**src/rtl/aud_clkgen_pkg.sv**
```systemverilog
package aud_clkgen_pkg;
   typedef enum logic [2:0] {
      FMT_I2S  = 3'd0,
      FMT_LJ   = 3'd1,
      FMT_RJ   = 3'd2,
      FMT_DSPA = 3'd3,
      FMT_DSPB = 3'd4
   } fmt_e;
endpackage

```
**src/rtl/aud_clkgen_lrshape.sv**
```systemverilog
module aud_clkgen_lrshape
   import aud_clkgen_pkg::*;
#(
   parameter int FRM_W = 9
) (
   input  logic [2:0]       fmt,
   input  logic [FRM_W-1:0] slot,
   input  logic [FRM_W-1:0] len,
   input  logic [FRM_W-1:0] pw,
   output logic             level
);
   localparam int EW = FRM_W + 1;

   logic [FRM_W-1:0] half;
   logic [FRM_W-1:0] last;
   logic [EW-1:0]    slot_p1;

   always_comb begin
      half    = len >> 1;
      last    = len - FRM_W'(1);
      slot_p1 = {1'b0, slot} + EW'(1);
      case (fmt_e'(fmt))
         FMT_LJ, FMT_RJ: level = (slot < half);
         FMT_DSPA:       level = (slot == last) || (slot_p1 < {1'b0, pw});
         FMT_DSPB:       level = (slot < pw);
         default:        level = (slot >= half - FRM_W'(1)) && (slot != last);
      endcase
   end
endmodule

```
**src/rtl/aud_clkgen_seq.sv**
```systemverilog
module aud_clkgen_seq #(
   parameter int DIV_W = 8,
   parameter int FRM_W = 9
) (
   input  logic             clk,
   input  logic             rst_n,
   input  logic             en,
   input  logic [DIV_W-1:0] div_in,
   input  logic [FRM_W-1:0] len_in,
   input  logic [FRM_W-1:0] pw_in,
   input  logic [2:0]       fmt_in,
   input  logic             binv_in,
   input  logic             linv_in,
   output logic             running,
   output logic [DIV_W-1:0] pc,
   output logic [FRM_W-1:0] slot,
   output logic [DIV_W-1:0] div_q,
   output logic [FRM_W-1:0] len_q,
   output logic [FRM_W-1:0] pw_q,
   output logic [2:0]       fmt_q,
   output logic             binv_q,
   output logic             linv_q,
   output logic             run_n,
   output logic [DIV_W-1:0] pc_n,
   output logic [FRM_W-1:0] slot_n,
   output logic [DIV_W-1:0] div_n,
   output logic [FRM_W-1:0] len_n,
   output logic [FRM_W-1:0] pw_n,
   output logic [2:0]       fmt_n,
   output logic             binv_n,
   output logic             linv_n
);
   logic pc_wrap, eof, load;

   always_comb begin
      pc_wrap = (pc == div_q - DIV_W'(1));
      eof     = running && pc_wrap && (slot == len_q - FRM_W'(1));
      load    = !running || eof;
      div_n   = load ? div_in  : div_q;
      len_n   = load ? len_in  : len_q;
      pw_n    = load ? pw_in   : pw_q;
      fmt_n   = load ? fmt_in  : fmt_q;
      binv_n  = load ? binv_in : binv_q;
      linv_n  = load ? linv_in : linv_q;
      if (!running) begin
         run_n  = en;
         pc_n   = '0;
         slot_n = '0;
      end else if (pc_wrap) begin
         pc_n = '0;
         if (eof) begin
            slot_n = '0;
            run_n  = en;
         end else begin
            slot_n = slot + FRM_W'(1);
            run_n  = 1'b1;
         end
      end else begin
         pc_n   = pc + DIV_W'(1);
         slot_n = slot;
         run_n  = 1'b1;
      end
   end

   always_ff @(posedge clk or negedge rst_n) begin
      if (!rst_n) begin
         running <= 1'b0;
         pc      <= '0;
         slot    <= '0;
         div_q   <= DIV_W'(2);
         len_q   <= FRM_W'(4);
         pw_q    <= FRM_W'(1);
         fmt_q   <= '0;
         binv_q  <= 1'b0;
         linv_q  <= 1'b0;
      end else begin
         running <= run_n;
         pc      <= pc_n;
         slot    <= slot_n;
         div_q   <= div_n;
         len_q   <= len_n;
         pw_q    <= pw_n;
         fmt_q   <= fmt_n;
         binv_q  <= binv_n;
         linv_q  <= linv_n;
      end
   end

   // the phase counter never leaves the bit period
   a_r2_pc_bound: assert property (@(posedge clk) disable iff (!rst_n)
      running |-> (pc < div_q));

   // generation stops only right after the last cycle of a frame
   a_r12_stop_eof: assert property (@(posedge clk) disable iff (!rst_n)
      $fell(running) |-> (($past(slot) == $past(len_q) - FRM_W'(1)) &&
                          ($past(pc) == $past(div_q) - DIV_W'(1))));

   // settings held for the whole frame
   a_r11_cfg_hold: assert property (@(posedge clk) disable iff (!rst_n)
      (running && $past(running) && !(pc == '0 && slot == '0))
      |-> ($stable(div_q) && $stable(len_q) && $stable(fmt_q)));
endmodule

```
**src/rtl/aud_clkgen.sv**
```systemverilog
module aud_clkgen #(
   parameter int DIV_W   = 8,
   parameter int FRM_W   = 9,
   parameter bit REG_OUT = 1'b1
) (
   input  logic             clk,
   input  logic             rst_n,
   input  logic             en,
   input  logic [2:0]       fmt_sel,
   input  logic             bclk_inv,
   input  logic             lrc_inv,
   input  logic [DIV_W-1:0] div_ratio,
   input  logic [FRM_W-1:0] frame_bits,
   input  logic [FRM_W-1:0] sync_width,
   output logic             bclk,
   output logic             lrc,
   output logic             tx_stb,
   output logic             rx_stb,
   output logic             frame_start,
   output logic [FRM_W-1:0] slot_idx,
   output logic             busy
);
   if (DIV_W < 2) begin : g_bad_div
      $error("aud_clkgen: DIV_W must be at least 2");
   end
   if (FRM_W < 3) begin : g_bad_frm
      $error("aud_clkgen: FRM_W must be at least 3");
   end

   logic             running, run_n;
   logic [DIV_W-1:0] pc, pc_n, div_q, div_n;
   logic [FRM_W-1:0] slot, slot_n, len_q, len_n, pw_q, pw_n;
   logic [2:0]       fmt_q, fmt_n;
   logic             binv_q, binv_n, linv_q, linv_n;

   aud_clkgen_seq #(.DIV_W(DIV_W), .FRM_W(FRM_W)) seq_i (
      .clk(clk), .rst_n(rst_n), .en(en),
      .div_in(div_ratio), .len_in(frame_bits), .pw_in(sync_width),
      .fmt_in(fmt_sel), .binv_in(bclk_inv), .linv_in(lrc_inv),
      .running(running), .pc(pc), .slot(slot),
      .div_q(div_q), .len_q(len_q), .pw_q(pw_q), .fmt_q(fmt_q),
      .binv_q(binv_q), .linv_q(linv_q),
      .run_n(run_n), .pc_n(pc_n), .slot_n(slot_n),
      .div_n(div_n), .len_n(len_n), .pw_n(pw_n), .fmt_n(fmt_n),
      .binv_n(binv_n), .linv_n(linv_n)
   );

   if (REG_OUT) begin : g_reg_out
      logic lv_n, bclk_q, lrc_q;
      aud_clkgen_lrshape #(.FRM_W(FRM_W)) shape_i (
         .fmt(fmt_n), .slot(slot_n), .len(len_n), .pw(pw_n), .level(lv_n));
      always_ff @(posedge clk or negedge rst_n) begin
         if (!rst_n) begin
            bclk_q <= 1'b0;
            lrc_q  <= 1'b0;
         end else begin
            bclk_q <= (run_n && (pc_n >= (div_n >> 1))) ^ binv_n;
            lrc_q  <= (run_n && lv_n) ^ linv_n;
         end
      end
      assign bclk = bclk_q;
      assign lrc  = lrc_q;
   end else begin : g_dec_out
      logic lv;
      aud_clkgen_lrshape #(.FRM_W(FRM_W)) shape_i (
         .fmt(fmt_q), .slot(slot), .len(len_q), .pw(pw_q), .level(lv));
      assign bclk = (running && (pc >= (div_q >> 1))) ^ binv_q;
      assign lrc  = (running && lv) ^ linv_q;
   end

   assign tx_stb      = running && (pc == '0);
   assign rx_stb      = running && (pc == (div_q >> 1));
   assign frame_start = tx_stb && (slot == '0);
   assign slot_idx    = slot;
   assign busy        = running;

   // the two strobes never share a cycle
   a_r3_strobe_excl: assert property (@(posedge clk) disable iff (!rst_n)
      $onehot0({tx_stb, rx_stb}));

   // transmit strobe sits in the raw-low half, receive strobe in the raw-high half
   a_r3_tx_low: assert property (@(posedge clk) disable iff (!rst_n)
      tx_stb |-> ((bclk ^ binv_q) == 1'b0));
   a_r3_rx_high: assert property (@(posedge clk) disable iff (!rst_n)
      rx_stb |-> ((bclk ^ binv_q) == 1'b1));

   // frame clock edges coincide with a transmit strobe
   a_r10_lrc_on_fall: assert property (@(posedge clk) disable iff (!rst_n)
      (busy && $past(busy) && (lrc != $past(lrc))) |-> tx_stb);
endmodule

```
**config.mk**
```make
export PLATFORM = sky130hd
export DESIGN_NAME = aud_clkgen
export DESIGN_NICKNAME = d
export VERILOG_FILES = /design/src/rtl/aud_clkgen_pkg.sv /design/src/rtl/aud_clkgen_lrshape.sv /design/src/rtl/aud_clkgen_seq.sv /design/src/rtl/aud_clkgen.sv
export SDC_FILE = /design/constraint.sdc
export NUM_CORES = 1
export LEC_CHECK = 0
export BUFFER_PORTS_ARGS = -buffer_cell sky130_fd_sc_hd__buf_2
export CAP_MARGIN = 40
export CORE_MARGIN = 1.5
export CORE_UTILIZATION = 50
export CTS_CLUSTER_DIAMETER = 60
export DETAILED_ROUTE_END_ITERATION = 7
export GPL_ROUTABILITY_DRIVEN = 0
export PLACE_DENSITY = 0.72
export SETUP_SLACK_MARGIN = 0.5
export SLEW_MARGIN = 20
export SYNTH_ARGS = -nofsm -noshare
export SYNTH_HDL_FRONTEND = slang
export SYNTH_SLANG_ARGS = --single-unit
```
**constraint.sdc**
```tcl
create_clock -name clk -period 4.7 [get_ports clk]
set_input_delay 0.94 -clock clk [delete_from_list [all_inputs] [get_ports clk]]
set_output_delay 0.94 -clock clk [all_outputs]
set_load 0.005 [all_outputs]
```
==> load_flow_metrics.sql <==
INSERT INTO impl_metrics (metric_group, metric, value, unit) VALUES
('die', 'die_w', '98.1', 'um'),
('global_route', 'grt_start_max_net_pins', '52', ''),
('run_status', 'violations', 'negative setup slack', ''),
('pwr', 'share_comb_of_total_power', '0.529', ''),
('die', 'design.portCount', '49', ''),
('synthesis', 'synth_most_common_cell', 'sky130_fd_sc_hd__ha_1', ''),
('setup_path', 'critPathBufInv', '11', ''),
('timing', 'post-route-period-util', '1.01', ''),
('timing', 'worstMarginPinSlew', '658', 'ps'),
('die', 'row_count', '34', ''),
('synthesis', 'netlist_area', '0.00452', 'mm^2'),
('place', 'placed_cells_incl_taps', '681', ''),
('global_route', 'grt_first_pass_wirelength', '21.4', 'mm'),
('setup_path', 'reg_to_reg_slack_setup', '-30', 'ps'),
('setup_path', 'nature_of_the_critical_path_startpoint', 'register', ''),
('route', 'drt-pass1-iter-count', '5', ''),
('timing', 'timing.slew.headroom', '0.562', ''),
('synthesis', 'synth.lib_cells_used.distinct', '54', ''),
('setup_path', 'path_max_fanout', '4', ''),
('die', 'fp.dieH', '98.1', 'um'),
('setup_path', 'crit_path_top_delay_cell', 'sky130_fd_sc_hd__or4_4', ''),
('setup_path', 'timing.critical_path.to_type', 'register', ''),
('synthesis', 'cell_types_occupying_the_most_area_after_synthesis', 'sky130_fd_sc_hd__dfrtp_1, sky130_fd_sc_hd__ha_1, sky130_fd_sc_hd__xnor2_1, sky130_fd_sc_hd__mux2i_1, sky130_fd_sc_hd__xor2_1', ''),
('synthesis', 'syn_area_per_cell', '8.70', 'um^2'),
('timing', 'finalWorstSetupSlack', '-28.2', 'ps'),
('finish', 'antenna_diode_count', '0', ''),
('setup_path', 'critical-path-top-delay-family', 'simple AND/OR/NAND/NOR gates', ''),
('timing', 'timing_max_transition_violations_final', '0', ''),
('setup_path', 'crit_type', 'reg2reg', ''),
('global_route', 'global_route.usage.total', '0.278', ''),
('route', 'drt-initial-drc-count', '337', ''),
('route', 'wirelength', '13.4', 'mm'),
('timing', 'report.final.setup_viol', '1', ''),
('setup_path', 'crit-reg2reg-launch', 'seq_i.len_q[0]', ''),
('finish', 'area.growth.synth_to_final', '27.3', '%'),
('cts', 'holdBufCountCts', '0', ''),
('timing', 'clock_period_minus_worst_slack', '4730', 'ps'),
('finish', 'layout.nets', '701', ''),
('global_route', 'first_global_vias', '4349', ''),
('route', 'route.detailed.vias_per_inst', '5.96', ''),
('setup_path', 'crit_path_cell_trace', 'or4_4, or3_4, o21ai_4, nand4_4, o31ai_4, buf_4, nand2_4, buf_4, buf_4, buf_6, buf_4, buf_4, buf_4, buf_4, buf_4, buf_4, buf_4, o211ai_1, a32oi_1, a2111o_1, or3_1, o211ai_2, xnor2_1', ''),
('place', 'port-buffer-count', '48', ''),
('synthesis', 'ys_seq_elements', '51', ''),
('pwr', 'p_leak', '2.75', 'nW'),
('synthesis', 'mappedNetlistNets', '604', ''),
('job', 'max-cap-violations', '0', ''),
('timing', 'skew', '10.5', 'ps'),
('hold_path', 'number_of_cells_traversed_by_the_worst_hold_path', '2', ''),
('pwr', 'powerDensity', '343', 'mW/mm^2'),
('pwr', 'swShare', '0.418', ''),
('die', 'overall_die_area', '0.00963', 'mm^2'),
('place', 'detailed_place_hpwl', '8.99', 'mm'),
('cts', 'clk_pin_slew_worst_paths', '100', 'ps'),
('global_route', 'grt_antenna_before_repair', '0', ''),
('cts', 'tritoncts_num_sinks', '51', ''),
('pwr', 'pwr-share-seq', '0.325', ''),
('synthesis', 'synth-edff-count', '0', ''),
('cts', 'skew_pair_late_insertion_delay', '310', 'ps'),
('setup_path', 'worst_r2r_path_depth', '23', ''),
('setup_path', 'worst_path_largest_cell_delay', '540', 'ps'),
('pwr', 'power_frac_clock', '0.145', ''),
('synthesis', 'synth_top_cell_area_share', '0.265', ''),
('run_status', 'outcome', 'finished with violations', ''),
('place', 'preCtsSetupSlack', '-48.2', 'ps'),
('synthesis', 'synth_top_flop_cell', 'sky130_fd_sc_hd__dfrtp_1', ''),
('cts', 'clk_path_buf_depth', '2', ''),
('synthesis', 'synthesis.instances', '520', ''),
('finish', 'finalNonFillerCells', '726', ''),
('setup_path', 'cp.arrival', '4970', 'ps'),
('setup_path', 'timing.critical_path.mode_cell', 'sky130_fd_sc_hd__buf_4', ''),
('synthesis', 'sequential_element_share_of_the_synthesized_area', '0.283', '');
==> cells by family after synthesis <==
logic type                 Yosys count  synth area share
AOI/OAI and AO/OA                   82             0.120
and+or+nand+nor                    181             0.216
adders and majority gates           50             0.138
DFF                                 51             0.283
buffers and inverters               62            0.0542
muxes                               25            0.0553
xor gates and xnor gates            69             0.134
==> power groups by stage <==
stage          clock (mW)  sequential (mW)  combinational [mW]
3_5_place_dp            0            0.648               0.903
6_report            0.288            0.643                1.05
3_3_place_gp            0            0.646               0.879
4_1_cts             0.294            0.641               0.989
5_1_grt             0.312            0.659                1.16
2_1_floorplan           0            0.582               0.707
==> timing repair <==
action | 4_1_cts | 5_1_grt
setup buffers | 26 | 10
setup endpoints to repair | 2 | 2
endpoints found under the hold margin | 0 | 0
pin swaps | 29 | 16
gates resized for setup | 38 | 18
cloned | 0 | 1
==> placed cells by master, fill, tap and decap left out, types with 10 or more instances in the layout <==
| cell type | instances |
|---|---|
| sky130_fd_sc_hd__buf_4 | 56 |
| sky130_fd_sc_hd__buf_2 | 48 |
| sky130_fd_sc_hd__dfrtp_1 | 47 |
| sky130_fd_sc_hd__xnor2_1 | 43 |
| sky130_fd_sc_hd__ha_1 | 43 |
| sky130_fd_sc_hd__inv_1 | 36 |
| sky130_fd_sc_hd__nand2_1 | 31 |
| sky130_fd_sc_hd__nor2_1 | 27 |
| sky130_fd_sc_hd__xor2_1 | 26 |
| sky130_fd_sc_hd__mux2i_1 | 23 |
| sky130_fd_sc_hd__nand3_1 | 19 |
| sky130_fd_sc_hd__a21oi_1 | 15 |
| sky130_fd_sc_hd__nor3_1 | 13 |
| sky130_fd_sc_hd__o21ai_0 | 12 |
| sky130_fd_sc_hd__nand2b_1 | 12 |
| sky130_fd_sc_hd__nor2b_1 | 12 |
| sky130_fd_sc_hd__nand4_1 | 10 |
==> worst min-delay path, delay by kind of cell, from the launching register on <==
| kind | cells | cell delay, ps |
|---|---|---|
| flip-flops | 1 | 330 |
| AND/OR/NAND/NOR | 2 | 130 |
==> registers in the layout (all words and copies together) (netlist names), 3 cells and up <==
register	count
seq_i.len_q	9
seq_i.pw_q	9
seq_i.slot	9
seq_i.div_q	8
seq_i.pc	8
seq_i.fmt_q	3
==> cell type report <==
cell class | count | area (um^2)
clock buffer | 8 | 100
fill | 710 | 3000
inverter | 38 | 143
multi-input combinational | 407 | 3290
sequential | 51 | 1280
tap | 108 | 135
timing repair buffer | 114 | 813
==> routing by layer <==
| metal | global-route usage | part of all wire |
|---|---|---|
| met1 | 0.332 | 0.41 |
| met2 | 0.481 | 0.48 |
| met3 | 0.0558 | 0.060 |
| met5 | 0 | 0 |
| met4 | 0.125 | 0.047 |
==> stage by stage <==
| stage | utilization | power (mW) | hold WS (ps) | area (um^2) | setup TNS, ps |
|---|---|---|---|---|---|
| global placement | 0.584 | 1.52 | 467 | 5120 | 0 |
| finish | 0.657 | 1.98 | 488 | 5760 | -28.2 |
| global route | 0.657 | 2.13 | 516 | 5760 | -131 |
| detailed placement | 0.584 | 1.55 | 472 | 5120 | -48.2 |
| CTS | 0.637 | 1.92 | 496 | 5580 | 0 |
| floorplan | - | 1.29 | 449 | 4650 | 0 |
==> worst max-delay path by stage <==
stage	start	end	slack, ps	depth (start not counted)
final	seq_i.len_q[0]	lrc	-30	23
after CTS	seq_i.len_q[1]	lrc	260	21
after global placement	seq_i.div_q[1]	lrc	40	22
after global routing	seq_i.len_q[0]	lrc	-130	20
after floorplan	seq_i.div_q[1]	lrc	180	23
after detailed placement	seq_i.div_q[1]	lrc	-50	22
Power figures use the tool's default switching activity.
